**config.mk**
```make
export PLATFORM = sky130hd
export DESIGN_NAME = intsteer_agg
export DESIGN_NICKNAME = d
export VERILOG_FILES = /design/src/rtl/intsteer_pkg.sv /design/src/rtl/intsteer_regs.sv /design/src/rtl/intsteer_status.sv /design/src/rtl/intsteer_chan.sv /design/src/rtl/intsteer_agg.sv
export SDC_FILE = /design/constraint.sdc
export NUM_CORES = 1
export LEC_CHECK = 0
export BUFFER_PORTS_ARGS = -buffer_cell sky130_fd_sc_hd__buf_2
export CELL_PAD_IN_SITES_DETAIL_PLACEMENT = 0
export CELL_PAD_IN_SITES_GLOBAL_PLACEMENT = 1
export CORE_MARGIN = 2
export CORE_UTILIZATION = 35
export DETAILED_ROUTE_END_ITERATION = 8
export PLACE_DENSITY = 0.64
export SLEW_MARGIN = 20
export SYNTH_ARGS = -nofsm -noshare
export SYNTH_HDL_FRONTEND = slang
export SYNTH_HIERARCHICAL = 1
export SYNTH_SLANG_ARGS = --single-unit
```
**constraint.sdc**
```tcl
create_clock -name clk -period 9.5 [get_ports clk]
set_clock_uncertainty 0.1 [all_clocks]
set_input_delay 1.9 -clock clk [delete_from_list [all_inputs] [get_ports clk]]
set_output_delay 1.9 -clock clk [all_outputs]
set_load 0.01 [all_outputs]
```
**src/rtl/intsteer_pkg.sv**
```systemverilog
package intsteer_pkg;

  typedef enum logic [2:0] {
    RG_NONE, RG_CTRL, RG_MASK, RG_FORCE, RG_STAT, RG_MDIS, RG_MSTAT
  } reg_kind_e;

  typedef struct packed {
    reg_kind_e   kind;
    logic [15:0] idx;
  } reg_hit_t;

  // Lowest source number held by bank word w (words run in reverse order).
  function automatic int unsigned src_base(input int unsigned w, input int unsigned groups);
    return 32 * (2 * groups - 1 - w);
  endfunction

  // Map a byte offset to a register kind and word index.
  function automatic reg_hit_t decode_addr(input int unsigned a, input int unsigned groups);
    reg_hit_t    h;
    int unsigned stride;
    stride = 8 * groups;
    h.kind = RG_NONE;
    h.idx  = '0;
    if (a % 4 == 0) begin
      if (a == 0) h.kind = RG_CTRL;
      else if (a < 4 + stride) begin
        h.kind = RG_MASK;  h.idx = 16'((a - 4) / 4);
      end else if (a < 4 + 2 * stride) begin
        h.kind = RG_FORCE; h.idx = 16'((a - 4 - stride) / 4);
      end else if (a < 4 + 3 * stride) begin
        h.kind = RG_STAT;  h.idx = 16'((a - 4 - 2 * stride) / 4);
      end else if (a == 3 * stride + 4) h.kind = RG_MDIS;
      else if (a == 3 * stride + 8) h.kind = RG_MSTAT;
    end
    return h;
  endfunction

endpackage

```
**src/rtl/intsteer_regs.sv**
```systemverilog
module intsteer_regs
  import intsteer_pkg::*;
#(
  parameter int GROUPS = 1,
  parameter int NCHAN  = 4,
  parameter int ADDR_W = 7,
  localparam int NWORD = 2 * GROUPS
) (
  input  logic                  clk,
  input  logic                  rst_n,
  input  logic                  bus_we,
  input  logic [ADDR_W-1:0]     bus_addr,
  input  logic [31:0]           bus_wdata,
  output logic [31:0]           bus_rdata,
  input  logic [NWORD*32-1:0]   status_flat,
  input  logic                  irq_any,
  output logic [NWORD*32-1:0]   mask_flat,
  output logic [NWORD*32-1:0]   force_flat,
  output logic [NCHAN-1:0]      ctrl_q,
  output logic                  mdis_q,
  output logic                  acc_unmapped
);

  reg_hit_t    hit;
  logic [31:0] mask_q  [NWORD];
  logic [31:0] force_q [NWORD];

  assign hit          = decode_addr(32'(bus_addr), GROUPS);
  assign acc_unmapped = (hit.kind == RG_NONE);

  always_ff @(posedge clk or negedge rst_n) begin
    if (!rst_n) begin
      ctrl_q <= '0;
      mdis_q <= 1'b0;
    end else if (bus_we) begin
      if (hit.kind == RG_CTRL) ctrl_q <= bus_wdata[NCHAN-1:0];
      if (hit.kind == RG_MDIS) mdis_q <= bus_wdata[0];
    end
  end

  for (genvar n = 0; n < NWORD; n++) begin : g_word
    always_ff @(posedge clk or negedge rst_n) begin
      if (!rst_n) begin
        mask_q[n]  <= '0;
        force_q[n] <= '0;
      end else if (bus_we && hit.idx == 16'(n)) begin
        if (hit.kind == RG_MASK)  mask_q[n]  <= bus_wdata;
        if (hit.kind == RG_FORCE) force_q[n] <= bus_wdata;
      end
    end
    assign mask_flat[n*32 +: 32]  = mask_q[n];
    assign force_flat[n*32 +: 32] = force_q[n];
  end

  always_comb begin
    bus_rdata = '0;
    case (hit.kind)
      RG_CTRL:  bus_rdata[NCHAN-1:0] = ctrl_q;
      RG_MDIS:  bus_rdata[0] = mdis_q;
      RG_MSTAT: bus_rdata[0] = irq_any;
      RG_MASK, RG_FORCE, RG_STAT: begin
        for (int n = 0; n < NWORD; n++) begin
          if (hit.idx == 16'(n)) begin
            if (hit.kind == RG_MASK)       bus_rdata = mask_q[n];
            else if (hit.kind == RG_FORCE) bus_rdata = force_q[n];
            else                           bus_rdata = status_flat[n*32 +: 32];
          end
        end
      end
      default: bus_rdata = '0;
    endcase
  end

endmodule

```
**src/rtl/intsteer_status.sv**
```systemverilog
module intsteer_status
  import intsteer_pkg::*;
#(
  parameter int GROUPS = 1,
  localparam int NWORD = 2 * GROUPS,
  localparam int NSRC  = 64 * GROUPS
) (
  input  logic                clk,
  input  logic                rst_n,
  input  logic [NSRC-1:0]     src_in,
  input  logic [NWORD*32-1:0] mask_flat,
  input  logic [NWORD*32-1:0] force_flat,
  output logic [NWORD*32-1:0] status_flat,
  output logic                irq_any
);

  logic [NSRC-1:0] src_q;

  always_ff @(posedge clk or negedge rst_n) begin
    if (!rst_n) src_q <= '0;
    else        src_q <= src_in;
  end

  for (genvar n = 0; n < NWORD; n++) begin : g_stat
    localparam int unsigned BASE = src_base(n, GROUPS);
    assign status_flat[n*32 +: 32] =
      (src_q[BASE +: 32] | force_flat[n*32 +: 32]) & mask_flat[n*32 +: 32];
  end

  assign irq_any = |status_flat;

endmodule

```
**src/rtl/intsteer_chan.sv**
```systemverilog
module intsteer_chan #(
  parameter int NCHAN = 4
) (
  input  logic [NCHAN-1:0] ctrl_q,
  input  logic             mdis_q,
  input  logic             irq_any,
  output logic [NCHAN-1:0] chan_irq
);

  logic fire;
  assign fire = irq_any & ~mdis_q;

  for (genvar i = 0; i < NCHAN; i++) begin : g_ch
    assign chan_irq[i] = ctrl_q[i] & fire;
  end

endmodule

```
**src/rtl/intsteer_agg.sv**
```systemverilog
module intsteer_agg #(
  parameter int GROUPS = 1,
  parameter int NCHAN  = 4,
  parameter int ADDR_W = $clog2(24 * GROUPS + 16) + 1,
  localparam int NWORD = 2 * GROUPS,
  localparam int NSRC  = 64 * GROUPS
) (
  input  logic              clk,
  input  logic              rst_n,
  input  logic              bus_we,
  input  logic [ADDR_W-1:0] bus_addr,
  input  logic [31:0]       bus_wdata,
  output logic [31:0]       bus_rdata,
  input  logic [NSRC-1:0]   src_in,
  output logic [NCHAN-1:0]  chan_irq
);

  logic [NWORD*32-1:0] mask_flat;
  logic [NWORD*32-1:0] force_flat;
  logic [NWORD*32-1:0] status_flat;
  logic [NCHAN-1:0]    ctrl_q;
  logic                mdis_q;
  logic                irq_any;
  logic                acc_unmapped;

  intsteer_regs #(.GROUPS(GROUPS), .NCHAN(NCHAN), .ADDR_W(ADDR_W)) regs_i (
    .clk(clk), .rst_n(rst_n), .bus_we(bus_we), .bus_addr(bus_addr),
    .bus_wdata(bus_wdata), .bus_rdata(bus_rdata), .status_flat(status_flat),
    .irq_any(irq_any), .mask_flat(mask_flat), .force_flat(force_flat),
    .ctrl_q(ctrl_q), .mdis_q(mdis_q), .acc_unmapped(acc_unmapped)
  );

  intsteer_status #(.GROUPS(GROUPS)) stat_i (
    .clk(clk), .rst_n(rst_n), .src_in(src_in), .mask_flat(mask_flat),
    .force_flat(force_flat), .status_flat(status_flat), .irq_any(irq_any)
  );

  intsteer_chan #(.NCHAN(NCHAN)) chan_i (
    .ctrl_q(ctrl_q), .mdis_q(mdis_q), .irq_any(irq_any), .chan_irq(chan_irq)
  );

endmodule

```
==> results.sh <==
export IMPL_status="finished, final reports clean"
export IMPL_die_area_sq_um=29850
export IMPL_cts_setup_buffers=0
export IMPL_numCtsBuffers=17
export IMPL_holdWs_ps=420.6
export IMPL_synthCells=848
export IMPL_r2r_start="regs_i/mdis_q"
export IMPL_syn_to_final_growth_pct=16.40
export IMPL_core_sq_um=27930
export IMPL_die_height_um=172.8
export IMPL_cts_hold_buffers_added=0
export IMPL_grt_pass1_vias=7476
export IMPL_drv_slew=0
export IMPL_dp_final_hpwl_mm=19.44
export IMPL_critical_path_most_common_cell="ha_1"
export IMPL_clk_path_buf_depth=2
export IMPL_syn_num_nets=962
export IMPL_pwr_share_clk_pct=39.2
export IMPL_cp_start_kind="primary input"
export IMPL_peakVddDrop_mv=0.1234
export IMPL_multi_input_area_sq_um=4740
export IMPL_critPathRequiredTime_ps=7500
export IMPL_nFillCells=2742
export IMPL_p_sw_uw=536.0
export IMPL_critical_path_arrival_ps=6710
export IMPL_hold_path_class="flop to flop"
export IMPL_critPathKind="primary input to primary output"
export IMPL_finalHoldViolCount=0
export IMPL_whs_path_depth=1
export IMPL_port_buffers=141
export IMPL_drcViolationCount=0
export IMPL_reg2reg_depth=1
export IMPL_crit_fanout=31
export IMPL_die_x_um=172.8
export IMPL_antenna_found_initial=1
export IMPL_grt_total_usage_pct=19.85
export IMPL_holdPathEnd="regs_i/mask_flat[49]"
export IMPL_max_cap_violations=0
export IMPL_timing_rr_end="regs_i/mdis_q"
export IMPL_clk_latency_ps=440
export IMPL_critPathCaptureType="primary output"
export IMPL_worstMarginPinSlew_ps=1043
export IMPL_rows=61
export IMPL_io_pins=142
export IMPL_grt_max_degree=78
export IMPL_drtIter0Drc=467
export IMPL_cellInternalPower_mw=1.397
export IMPL_cp_slowest_cell="or4_2"
export IMPL_min_period_ps=8714
export IMPL_yosys_warnings=6
export IMPL_gp_congestion=0.8036
export IMPL_p_seq_share_pct=48.2
export IMPL_first_pass_iters=5
export IMPL_clk_pin_slew_ps=70
export IMPL_r2r_setup_slack_ps=8570
export IMPL_p_leak_nw=5.135
export IMPL_regArea_sq_um=4930
export IMPL_synthesis_area_sq_um=9970
export IMPL_wire_per_inst_um=21.68
export IMPL_final_cells=1359
export IMPL_cts_htree_levels=4
export IMPL_rsz0062_at_grt="false"
export IMPL_grt_overflow=0
export IMPL_syn_area_per_cell_sq_um=11.76
export IMPL_power_density_nw_per_um2=166.6
export IMPL_routed_via_density=5.384
export IMPL_cts_tree="built"
export IMPL_min_from="regs_i/mask_flat[49]"
export IMPL_post_route_period_util_pct=91.73
export IMPL_p_comb_share_pct=12.6
export IMPL_grt_pass1_wl_mm=45.49
export IMPL_path_cells="buf_2 > inv_1 > buf_4 > ha_1 > xnor2_1 > ha_1 > nand3_1 > mux2i_1 > nand2_1 > ha_1 > nor4bb_1 > o2111ai_1 > o221ai_1 > o31ai_4 > or4_2 > buf_4 > a211oi_2 > buf_2"
export IMPL_ctsRootBufferMaster="clkbuf_16"
export IMPL_drtAntennaViolNets=0
export IMPL_wl_mm=29.46
export IMPL_final_setup_tns_ps=0
export IMPL_p_sw_share_pct=27.73
export IMPL_relSlewSlack_pct=30.46
export IMPL_vias=7317
export IMPL_cts_num_sinks=197
export IMPL_dp_cells=1326
export IMPL_fmaxAchievable_mhz=114.8
export IMPL_final_nets=1081
export IMPL_start_util_pct=35.69
export IMPL_drive_gt1_share_pct=33.67
export IMPL_setup_viol=0
export IMPL_post_cts_resized=0
export IMPL_slowest_delay_ps=1040
==> registers in the layout, summed over array words and instances (netlist names) <==
register and count:
regs_i/mask_flat 64, regs_i/mdis_q 1, regs_i/force_flat 64, stat_i/src_q 64
regs_i/ctrl_q 4
==> worst max path at each step <==
| stage | slack [ps] | from | to |
|---|---|---|---|
| 2_1_floorplan | 1560 | bus_addr[2] | bus_rdata[0] |
| 3_3_place_gp | 930 | bus_addr[2] | bus_rdata[17] |
| 3_5_place_dp | 820 | bus_addr[2] | bus_rdata[26] |
| 4_1_cts | 800 | bus_addr[2] | bus_rdata[26] |
| 5_1_grt | 360 | bus_addr[2] | bus_rdata[26] |
| 6_report | 790 | bus_addr[2] | bus_rdata[26] |
==> final cells by class <==
type / count / area share (%)
Timing Repair Buffer: 157 / 7.191
Tap cell: 378 / 4.075
Inverter: 3 / 0.09703
Clock inverter: 15 / 1.628
Clock buffer: 17 / 3.666
Sequential cell: 197 / 42.48
Antenna cell: 1 / 0.02156
Multi-Input combinational cell: 591 / 40.84
==> critical path: cells and delay by family <==
kind | cells | cell delay (ps)
muxes | 1 | 200
adders and majority gates | 3 | 850
AOI/OAI and AO/OA | 4 | 800
xor gates and xnor gates | 1 | 220
buffers and inverters | 5 | 1210
and+or+nand+nor | 4 | 1510
==> layer usage <==
metal / part of all wire (%) / track usage (%) / vias to the layer above
li1: - / - / 3408
met1: 46 / 27.43 / 3716
met2: 48 / 32.43 / 167
met3: 4.2 / 3.364 / 26
met4: 1.6 / 5.085 / 0
met5: 0 / 0 / -
==> cells in the final DEF, fill, tap and decap left out, drive strengths merged, types with 7 or more instances in the layout <==
| cell type | count |
|---|---|
| nor4 | 18 |
| dfrtp | 197 |
| nor2 | 9 |
| inv | 10 |
| nand2 | 84 |
| o221ai | 31 |
| a211oi | 31 |
| buf | 156 |
| nor3 | 7 |
| o21ai | 42 |
| o21a | 65 |
| nand3 | 63 |
| mux2i | 33 |
| mux2 | 133 |
| nand4 | 7 |
| ha | 8 |
| clkbuf | 18 |
==> power by group through the flow <==
stage / registers, mW / clock network (mW) / logic (mW)
2_1_floorplan: 0.936 / 0 / 0.149
3_3_place_gp: 0.947 / 0 / 0.246
3_5_place_dp: 0.948 / 0 / 0.244
4_1_cts: 0.931 / 0.781 / 0.245
5_1_grt: 0.939 / 0.812 / 0.267
6_report: 0.931 / 0.759 / 0.243
==> stage by stage <==
stage	setup slack, ps	utilization, %	total power, mW	cell area (sq um)
after CTS	804.7	41.53	1.958	11600
after detailed placement	818.2	39.34	1.192	10990
final	785.8	41.54	1.933	11600
after global placement	929.7	39.34	1.193	10990
after global routing	358.2	41.53	2.018	11600
after floorplan	1555	-	1.084	9970
(Power assumes the default switching activity.)
